--- src/rtl/prio_irq_pkg.sv ---
`timescale 1ns/1ps
package prio_irq_pkg;

  // register addresses
  localparam int ADDR_EN    = 0;
  localparam int ADDR_PEND  = 1;
  localparam int ADDR_MASK  = 2;
  localparam int ADDR_PRIO0 = 3;

  localparam int STROBE_IDX_W = 4;

  // control -> datapath strobes
  typedef struct packed {
    logic                    enWr;
    logic                    swSet;
    logic                    maskWr;
    logic                    prioWr;
    logic [STROBE_IDX_W-1:0] prioWord;
    logic                    ackTake;
    logic                    eosTake;
  } ctlStrobe_t;

endpackage

--- src/rtl/prio_irq_ctl.sv ---
`timescale 1ns/1ps
module prio_irq_ctl
  import prio_irq_pkg::*;
#(
  parameter int ADDR_W     = 3,
  parameter int PRIO_W     = 2,
  parameter int PRIO_WORDS = 2
) (
  input  logic              clk,
  input  logic              rstN,
  input  logic              regWe,
  input  logic [ADDR_W-1:0] regAddr,
  input  logic              ackStrobe,
  input  logic              eosStrobe,
  input  logic              winValid,
  input  logic [PRIO_W-1:0] winLevel,
  output ctlStrobe_t        strobe,
  output logic              actValid,
  output logic [PRIO_W-1:0] actLevel,
  output logic              nestFull
);

  logic              savValid;
  logic [PRIO_W-1:0] savLevel;
  int                addrInt;

  // register decode and event qualification
  always_comb begin
    addrInt         = int'(regAddr);
    strobe          = '0;
    strobe.enWr     = regWe && (addrInt == ADDR_EN);
    strobe.swSet    = regWe && (addrInt == ADDR_PEND);
    strobe.maskWr   = regWe && (addrInt == ADDR_MASK);
    strobe.prioWr   = regWe && (addrInt >= ADDR_PRIO0) &&
                      (addrInt < ADDR_PRIO0 + PRIO_WORDS);
    strobe.prioWord = STROBE_IDX_W'(addrInt - ADDR_PRIO0);
    strobe.ackTake  = ackStrobe && winValid;
    strobe.eosTake  = eosStrobe && actValid;
  end

  // one-deep in-service stack
  always_ff @(posedge clk or negedge rstN) begin
    if (!rstN) begin
      actValid <= 1'b0;
      actLevel <= '0;
      savValid <= 1'b0;
      savLevel <= '0;
    end else if (strobe.ackTake && strobe.eosTake) begin
      actLevel <= winLevel;
    end else if (strobe.ackTake) begin
      if (actValid) begin
        savValid <= 1'b1;
        savLevel <= actLevel;
      end
      actValid <= 1'b1;
      actLevel <= winLevel;
    end else if (strobe.eosTake) begin
      actValid <= savValid;
      actLevel <= savLevel;
      savValid <= 1'b0;
      savLevel <= '0;
    end
  end

  assign nestFull = actValid && savValid;

endmodule

--- src/rtl/prio_irq_dp.sv ---
`timescale 1ns/1ps
module prio_irq_dp
  import prio_irq_pkg::*;
#(
  parameter int NUM_SRC    = 32,
  parameter int PRIO_W     = 2,
  parameter int DATA_W     = 32,
  parameter int ADDR_W     = 3,
  parameter int VEC_W      = 5,
  parameter int PRIO_WORDS = 2
) (
  input  logic               clk,
  input  logic               rstN,
  input  logic [NUM_SRC-1:0] irqLines,
  input  logic [ADDR_W-1:0]  regAddr,
  input  logic [DATA_W-1:0]  regWdata,
  input  ctlStrobe_t         strobe,
  input  logic               actValid,
  input  logic [PRIO_W-1:0]  actLevel,
  input  logic               nestFull,
  output logic [DATA_W-1:0]  regRdata,
  output logic               winValid,
  output logic [VEC_W-1:0]   winVector,
  output logic [PRIO_W-1:0]  winLevel
);

  localparam int LEVELS   = 1 << PRIO_W;
  localparam int PER_WORD = DATA_W / PRIO_W;

  logic [NUM_SRC-1:0] enReg, pendReg, pendNext, prevLines, riseVec, cand;
  logic [PRIO_W-1:0]  prioReg [NUM_SRC];
  logic               maskOn;
  logic [PRIO_W-1:0]  maskLvl;
  logic [LEVELS-1:0][NUM_SRC-1:0] lvlHit;
  logic [PRIO_WORDS-1:0][DATA_W-1:0] prioPack;

  function automatic logic [VEC_W-1:0] lowestIdx(input logic [NUM_SRC-1:0] v);
    lowestIdx = '0;
    for (int i = NUM_SRC - 1; i >= 0; i--)
      if (v[i]) lowestIdx = VEC_W'(i);
  endfunction

  assign riseVec = irqLines & ~prevLines;

  always_comb begin
    pendNext = pendReg;
    if (strobe.ackTake) pendNext[winVector] = 1'b0;
    pendNext = pendNext | riseVec;
    if (strobe.swSet) pendNext = pendNext | regWdata[NUM_SRC-1:0];
  end

  always_ff @(posedge clk or negedge rstN) begin
    if (!rstN) begin
      enReg     <= '0;
      pendReg   <= '0;
      prevLines <= '0;
      maskOn    <= 1'b0;
      maskLvl   <= '0;
    end else begin
      prevLines <= irqLines;
      pendReg   <= pendNext;
      if (strobe.enWr) enReg <= regWdata[NUM_SRC-1:0];
      if (strobe.maskWr) begin
        maskOn  <= regWdata[PRIO_W];
        maskLvl <= regWdata[PRIO_W-1:0];
      end
    end
  end

  // per-source level storage and eligibility
  for (genvar i = 0; i < NUM_SRC; i++) begin : gSrc
    localparam int WORD = i / PER_WORD;
    localparam int SLOT = i % PER_WORD;

    always_ff @(posedge clk or negedge rstN) begin
      if (!rstN)
        prioReg[i] <= '0;
      else if (strobe.prioWr && (int'(strobe.prioWord) == WORD))
        prioReg[i] <= regWdata[SLOT*PRIO_W +: PRIO_W];
    end

    logic passMask, passAct;
    assign passMask = !maskOn || (prioReg[i] < maskLvl);
    assign passAct  = !actValid || (prioReg[i] < actLevel);
    assign cand[i]  = enReg[i] && pendReg[i] && passMask && passAct && !nestFull;
  end

  // arbitration: most urgent level first, lowest index within it
  always_comb begin
    for (int l = 0; l < LEVELS; l++)
      for (int i = 0; i < NUM_SRC; i++)
        lvlHit[l][i] = cand[i] && (prioReg[i] == PRIO_W'(l));
  end

  always_comb begin
    winValid  = 1'b0;
    winVector = '0;
    winLevel  = '0;
    for (int l = LEVELS - 1; l >= 0; l--) begin
      if (|lvlHit[l]) begin
        winValid  = 1'b1;
        winVector = lowestIdx(lvlHit[l]);
        winLevel  = PRIO_W'(l);
      end
    end
  end

  // read-back
  always_comb begin
    prioPack = '0;
    for (int i = 0; i < NUM_SRC; i++)
      prioPack[i / PER_WORD][(i % PER_WORD)*PRIO_W +: PRIO_W] = prioReg[i];
  end

  always_comb begin
    int a;
    a        = int'(regAddr);
    regRdata = '0;
    if (a == ADDR_EN)
      regRdata = DATA_W'(enReg);
    else if (a == ADDR_PEND)
      regRdata = DATA_W'(pendReg);
    else if (a == ADDR_MASK)
      regRdata = DATA_W'({maskOn, maskLvl});
    else if (a >= ADDR_PRIO0 && a < ADDR_PRIO0 + PRIO_WORDS)
      regRdata = prioPack[a - ADDR_PRIO0];
  end

endmodule

--- src/rtl/prio_irq_ctrl.sv ---
`timescale 1ns/1ps
module prio_irq_ctrl
  import prio_irq_pkg::*;
#(
  parameter int NUM_SRC = 32,
  parameter int PRIO_W  = 2,
  parameter int DATA_W  = 32,
  parameter int ADDR_W  = 3,
  localparam int VEC_W      = $clog2(NUM_SRC),
  localparam int PRIO_WORDS = (NUM_SRC * PRIO_W + DATA_W - 1) / DATA_W
) (
  input  logic               clk,
  input  logic               rstN,
  input  logic [NUM_SRC-1:0] irqLines,
  input  logic               regWe,
  input  logic [ADDR_W-1:0]  regAddr,
  input  logic [DATA_W-1:0]  regWdata,
  output logic [DATA_W-1:0]  regRdata,
  output logic               irqValid,
  output logic [VEC_W-1:0]   irqVector,
  output logic [PRIO_W-1:0]  irqLevel,
  input  logic               ackStrobe,
  input  logic               eosStrobe
);

  ctlStrobe_t        strobe;
  logic              actValid;
  logic [PRIO_W-1:0] actLevel;
  logic              nestFull;

  prio_irq_ctl #(
    .ADDR_W(ADDR_W), .PRIO_W(PRIO_W), .PRIO_WORDS(PRIO_WORDS)
  ) uCtl (
    .clk(clk), .rstN(rstN), .regWe(regWe), .regAddr(regAddr),
    .ackStrobe(ackStrobe), .eosStrobe(eosStrobe),
    .winValid(irqValid), .winLevel(irqLevel),
    .strobe(strobe), .actValid(actValid), .actLevel(actLevel),
    .nestFull(nestFull)
  );

  prio_irq_dp #(
    .NUM_SRC(NUM_SRC), .PRIO_W(PRIO_W), .DATA_W(DATA_W), .ADDR_W(ADDR_W),
    .VEC_W(VEC_W), .PRIO_WORDS(PRIO_WORDS)
  ) uDp (
    .clk(clk), .rstN(rstN), .irqLines(irqLines), .regAddr(regAddr),
    .regWdata(regWdata), .strobe(strobe), .actValid(actValid),
    .actLevel(actLevel), .nestFull(nestFull), .regRdata(regRdata),
    .winValid(irqValid), .winVector(irqVector), .winLevel(irqLevel)
  );

endmodule

--- config.mk ---
export PLATFORM = sky130hd
export DESIGN_NAME = prio_irq_ctrl
export DESIGN_NICKNAME = d
export VERILOG_FILES = /design/src/rtl/prio_irq_pkg.sv /design/src/rtl/prio_irq_ctl.sv /design/src/rtl/prio_irq_dp.sv /design/src/rtl/prio_irq_ctrl.sv
export SDC_FILE = /design/constraint.sdc
export NUM_CORES = 1
export LEC_CHECK = 0
export CORE_AREA = 2 2 144 181
export DETAILED_ROUTE_END_ITERATION = 8
export DIE_AREA = 0 0 146 183
export PLACE_DENSITY = 0.77
export SETUP_SLACK_MARGIN = 0.05
export SYNTH_ARGS = -nofsm -noshare
export SYNTH_HDL_FRONTEND = slang
export SYNTH_HIERARCHICAL = 1
export SYNTH_SLANG_ARGS = --single-unit
--- constraint.sdc ---
create_clock -name clk -period 4.3 [get_ports clk]
set_input_delay 0.645 -clock clk [delete_from_list [all_inputs] [get_ports clk]]
set_output_delay 0.645 -clock clk [all_outputs]
set_load 0.02 [all_outputs]
==> flow_summary_export.csv <==
group,metric,value,unit
yosys,netlist_top_cells_area,"dfrtp_1, mux2_2, ha_1",
run_status,violations,"negative setup slack",
yosys,synth-xor-area-share,0,
setup_path,crit_arrival,4.03,ns
routing,wl_per_cell,24.1,um
clock_tree,clk-insertion-delay-late,0.45,ns
yosys,synth_mux_area_frac,0.103,
setup_path,criticalPathCategory,"flip-flop to output port",
routing,drt-total-wl,55500,um
sta,tns,-2.25,ns
sta,relSlewSlack,0.217,
setup_path,critPathSlowestCell,"dfrtp_1",
yosys,synth-edff-count,0,
routing,vias_per_cell,6.58,
yosys,synthAdderAreaFrac,0.0668,
setup_path,worstPathCellList,"clkinvlp_4, buf_12, buf_4, ha_1, nor3b_1, o22ai_2, buf_4, nor4b_4, a21oi_1, o211ai_1, a31oi_1, o21ai_0, a21oi_1, o32ai_2, buf_4, buf_2",
final_layout,finalNonFillerCells,2305,
final_layout,drive_gt1_frac,0.383,
setup_path,max_stage_delay,0.39,ns
yosys,synth_compound_area_frac,0.187,
final_layout,layout.cells.most_common_list,"buf_4, dfrtp_1, clkdlybuf4s50_1",
clock_tree,cts.sinks,169,
clock_tree,cts_tree,"done",
power_and_ir_drop,leakage,8.37,nW
final_layout,nets,2099,
final_layout,area.growth.synth_to_final,43.9,%
setup_path,crit_path_max_fanout,21,
setup_path,r2r-start,"uDp/maskLvl[1]",
run_status,status,"finished, violations left",
routing,vias,15200,
yosys,synth.cell_area,13300,um^2
clock_tree,htree_levels,4,
setup_path,critPathRequiredTime,3.65,ns
yosys,synth_ff_type,"dfrtp_1",
yosys,seq_area_frac_synth,0.318,
clock_tree,cts_buffers,17,
yosys,yosys.area_share.simple,0.279,
sta,timing.hold.ws,0.331,ns
sta,hold_viol,0,
sta,skew,0.0142,ns
routing,dr.pass1.iters,6,
yosys,ys_types,91,
floorplan,placementRows,65,
floorplan,die_y,183,um
sta,finalSetupViolCount,25,
yosys,synth_seq_cells,169,
grt,grt_pass1_vias,14700,
clock_tree,ctsRootBufferMaster,"clkbuf_16",
yosys,avgSynthCellArea,9.09,um^2
routing,drt_iter0_drc,1723,
yosys,yosys_warnings,6,
setup_path,endpoint_kind,"output port",
place,numPlacedInstances,2254,
floorplan,start_util,0.531,
power_and_ir_drop,p_total,14.7,mW
yosys,yosysTopAreaCellShare,0.318,
grt,grtUsageTotal,0.406,
sta,tightest_slew,1.18,ns
job,drv_cap,0,
sta,min_period,4.68,ns
yosys,synthArstFlopShare,1.00,
clock_tree,cts_max_path_buffers,2,
grt,grt_overflow,0,
routing,drc,0,
setup_path,cpLargestDelayFamily,"compound AO/OA/AOI/OAI gates",
floorplan,io-pin-count,112,
min_path,hold_path.class,"input port to async pin",
grt,grt_pass1_wl,83500,um
place,dp_hpwl,41600,um
yosys,synthCells,1462,
power_and_ir_drop,cellPowerDensity,767,nW/um^2
final_layout,fillers,1733,
clock_tree,cts_hold_buf,0,
setup_path,cp_common_cell,"buf_4",
sta,max_freq,0.214,GHz
floorplan,dieWidth,146,um
grt,antenna_found_initial,1,
yosys,synth_nets,1605,
place,portBuffers,111,
sta,period_share,1.09,
power_and_ir_drop,irDropWorstVdd,0.00141,V
floorplan,die_area,26700,um^2
sta,rsz0062_at_grt,"true",
yosys,synth_top_family_by_area,"simple AND/OR/NAND/NOR gates",
clock_tree,path_clk_slew,0.08,ns
yosys,synth_top_cell_by_area,"dfrtp_1",
sta,maxSlewViolCount,0,
sta,setup_ws,-0.377,ns
place,gp_congestion,1.03,
final_layout,layout_commonest_cell,"buf_4",
grt,grt_max_degree,107,
routing,ant_nets,0,
setup_path,critPathLaunchType,"flip-flop",
floorplan,core-area,25000,um^2
setup_path,cp_num_buf_inv,6,
setup_path,startpoint,"uCtl/actLevel[1]",
## kinds of logic (layout without fill, tap and decap cells)
group | count (synthesis) | after routing
compound gates | 369 | 369
simple gates | 592 | 592
flops | 169 | 169
other cells | 0 | 1
buf+inv | 139 | 646
fa+ha+maj | 71 | 71
mux | 122 | 122
## cell type report
type	count	area (um^2)	share of cell area
repair buffers	538	4460	0.233
inverters	76	299	0.0156
well taps	335	419	0.0219
multi-input cells	1154	9110	0.476
diodes	1	2.50	0.000131
clock buffers	19	443	0.0231
flip-flops and latches	169	4230	0.221
clock inverters	13	180	0.00942
## where the power goes
group	total (mW)	switching (mW)	internal, mW
clock network	1.68	0.727	0.950
logic	10.6	5.68	4.89
registers	2.44	0.495	1.94
## registers in the layout (all words and copies together) (netlist names)
signal / count
uDp/prioPack: 64
uDp/enReg: 32
uDp/maskLvl: 2
uCtl/actLevel: 2
uCtl/actValid: 1
uDp/maskOn: 1
uCtl/savValid: 1
uDp/pendReg: 32
uCtl/savLevel: 2
uDp/prevLines: 32
## per-stage QoR
step                      area, um^2   util  worst slack, ns
after floorplan                13300      -          -0.0125
after global placement         17700  0.707           -0.414
after detailed placement       17700  0.707           -0.465
after CTS                      18900  0.753           -0.368
after global routing           19100  0.764           -0.492
final                          19100  0.764           -0.377
## synth_stat cells, drive strengths merged, types with 37 or more instances
cell type	n
nor4	73
nor2	103
inv	76
nand3	42
dfrtp	169
a21oi	61
nor3	42
nor4b	37
ha	71
nor3b	68
o21ai	139
mux2	88
nand2	95
## repair_timing
| item | in CTS | in global routing |
|---|---|---|
| setup buffers | 8 | 10 |
| endpoints found under the setup margin | 41 | 43 |
| pin swaps | 26 | 18 |
| resized for setup | 141 | 43 |
## final timing paths
check / end / slack [ns] / cells past startpoint
worst max-delay path: irqVector[0] / -0.38 / 16
worst min-delay path: uDp/prevLines[22] / 0.33 / 1
worst min register to register: uCtl/savLevel[0] / 0.53 / 1
worst max register to register: uDp/pendReg[31] / -0.14 / 19
min in group clk: uCtl/savLevel[0] / 0.53 / 1
max in group asynchronous: uCtl/actValid / 3.00 / 2
## worst reg2reg max path, cell delays in order, from the launching register on
cell and delay (ns):
dfrtp_1 0.40, clkinvlp_4 0.13, buf_12 0.17, ha_1 0.30, o21ai_0 0.10, o22ai_2 0.21, buf_4 0.17, nor4_2 0.07
buf_4 0.14, buf_4 0.13, or4_1 0.56, o211ai_1 0.22, a31oi_1 0.13, nor2_1 0.37, inv_1 0.15, buf_4 0.18
o22ai_2 0.27, buf_4 0.20, a41oi_1 0.13, a221o_1 0.31
## layer usage
metal | global-route usage | share of wire | vias to the layer above
met2 | 0.652 | 0.46 | 968
met1 | 0.531 | 0.39 | 7385
met5 | 0 | 0 | -
met3 | 0.0682 | 0.10 | 242
met4 | 0.212 | 0.056 | 0
li1 | - | - | 6568
(Power assumes the default switching activity.)
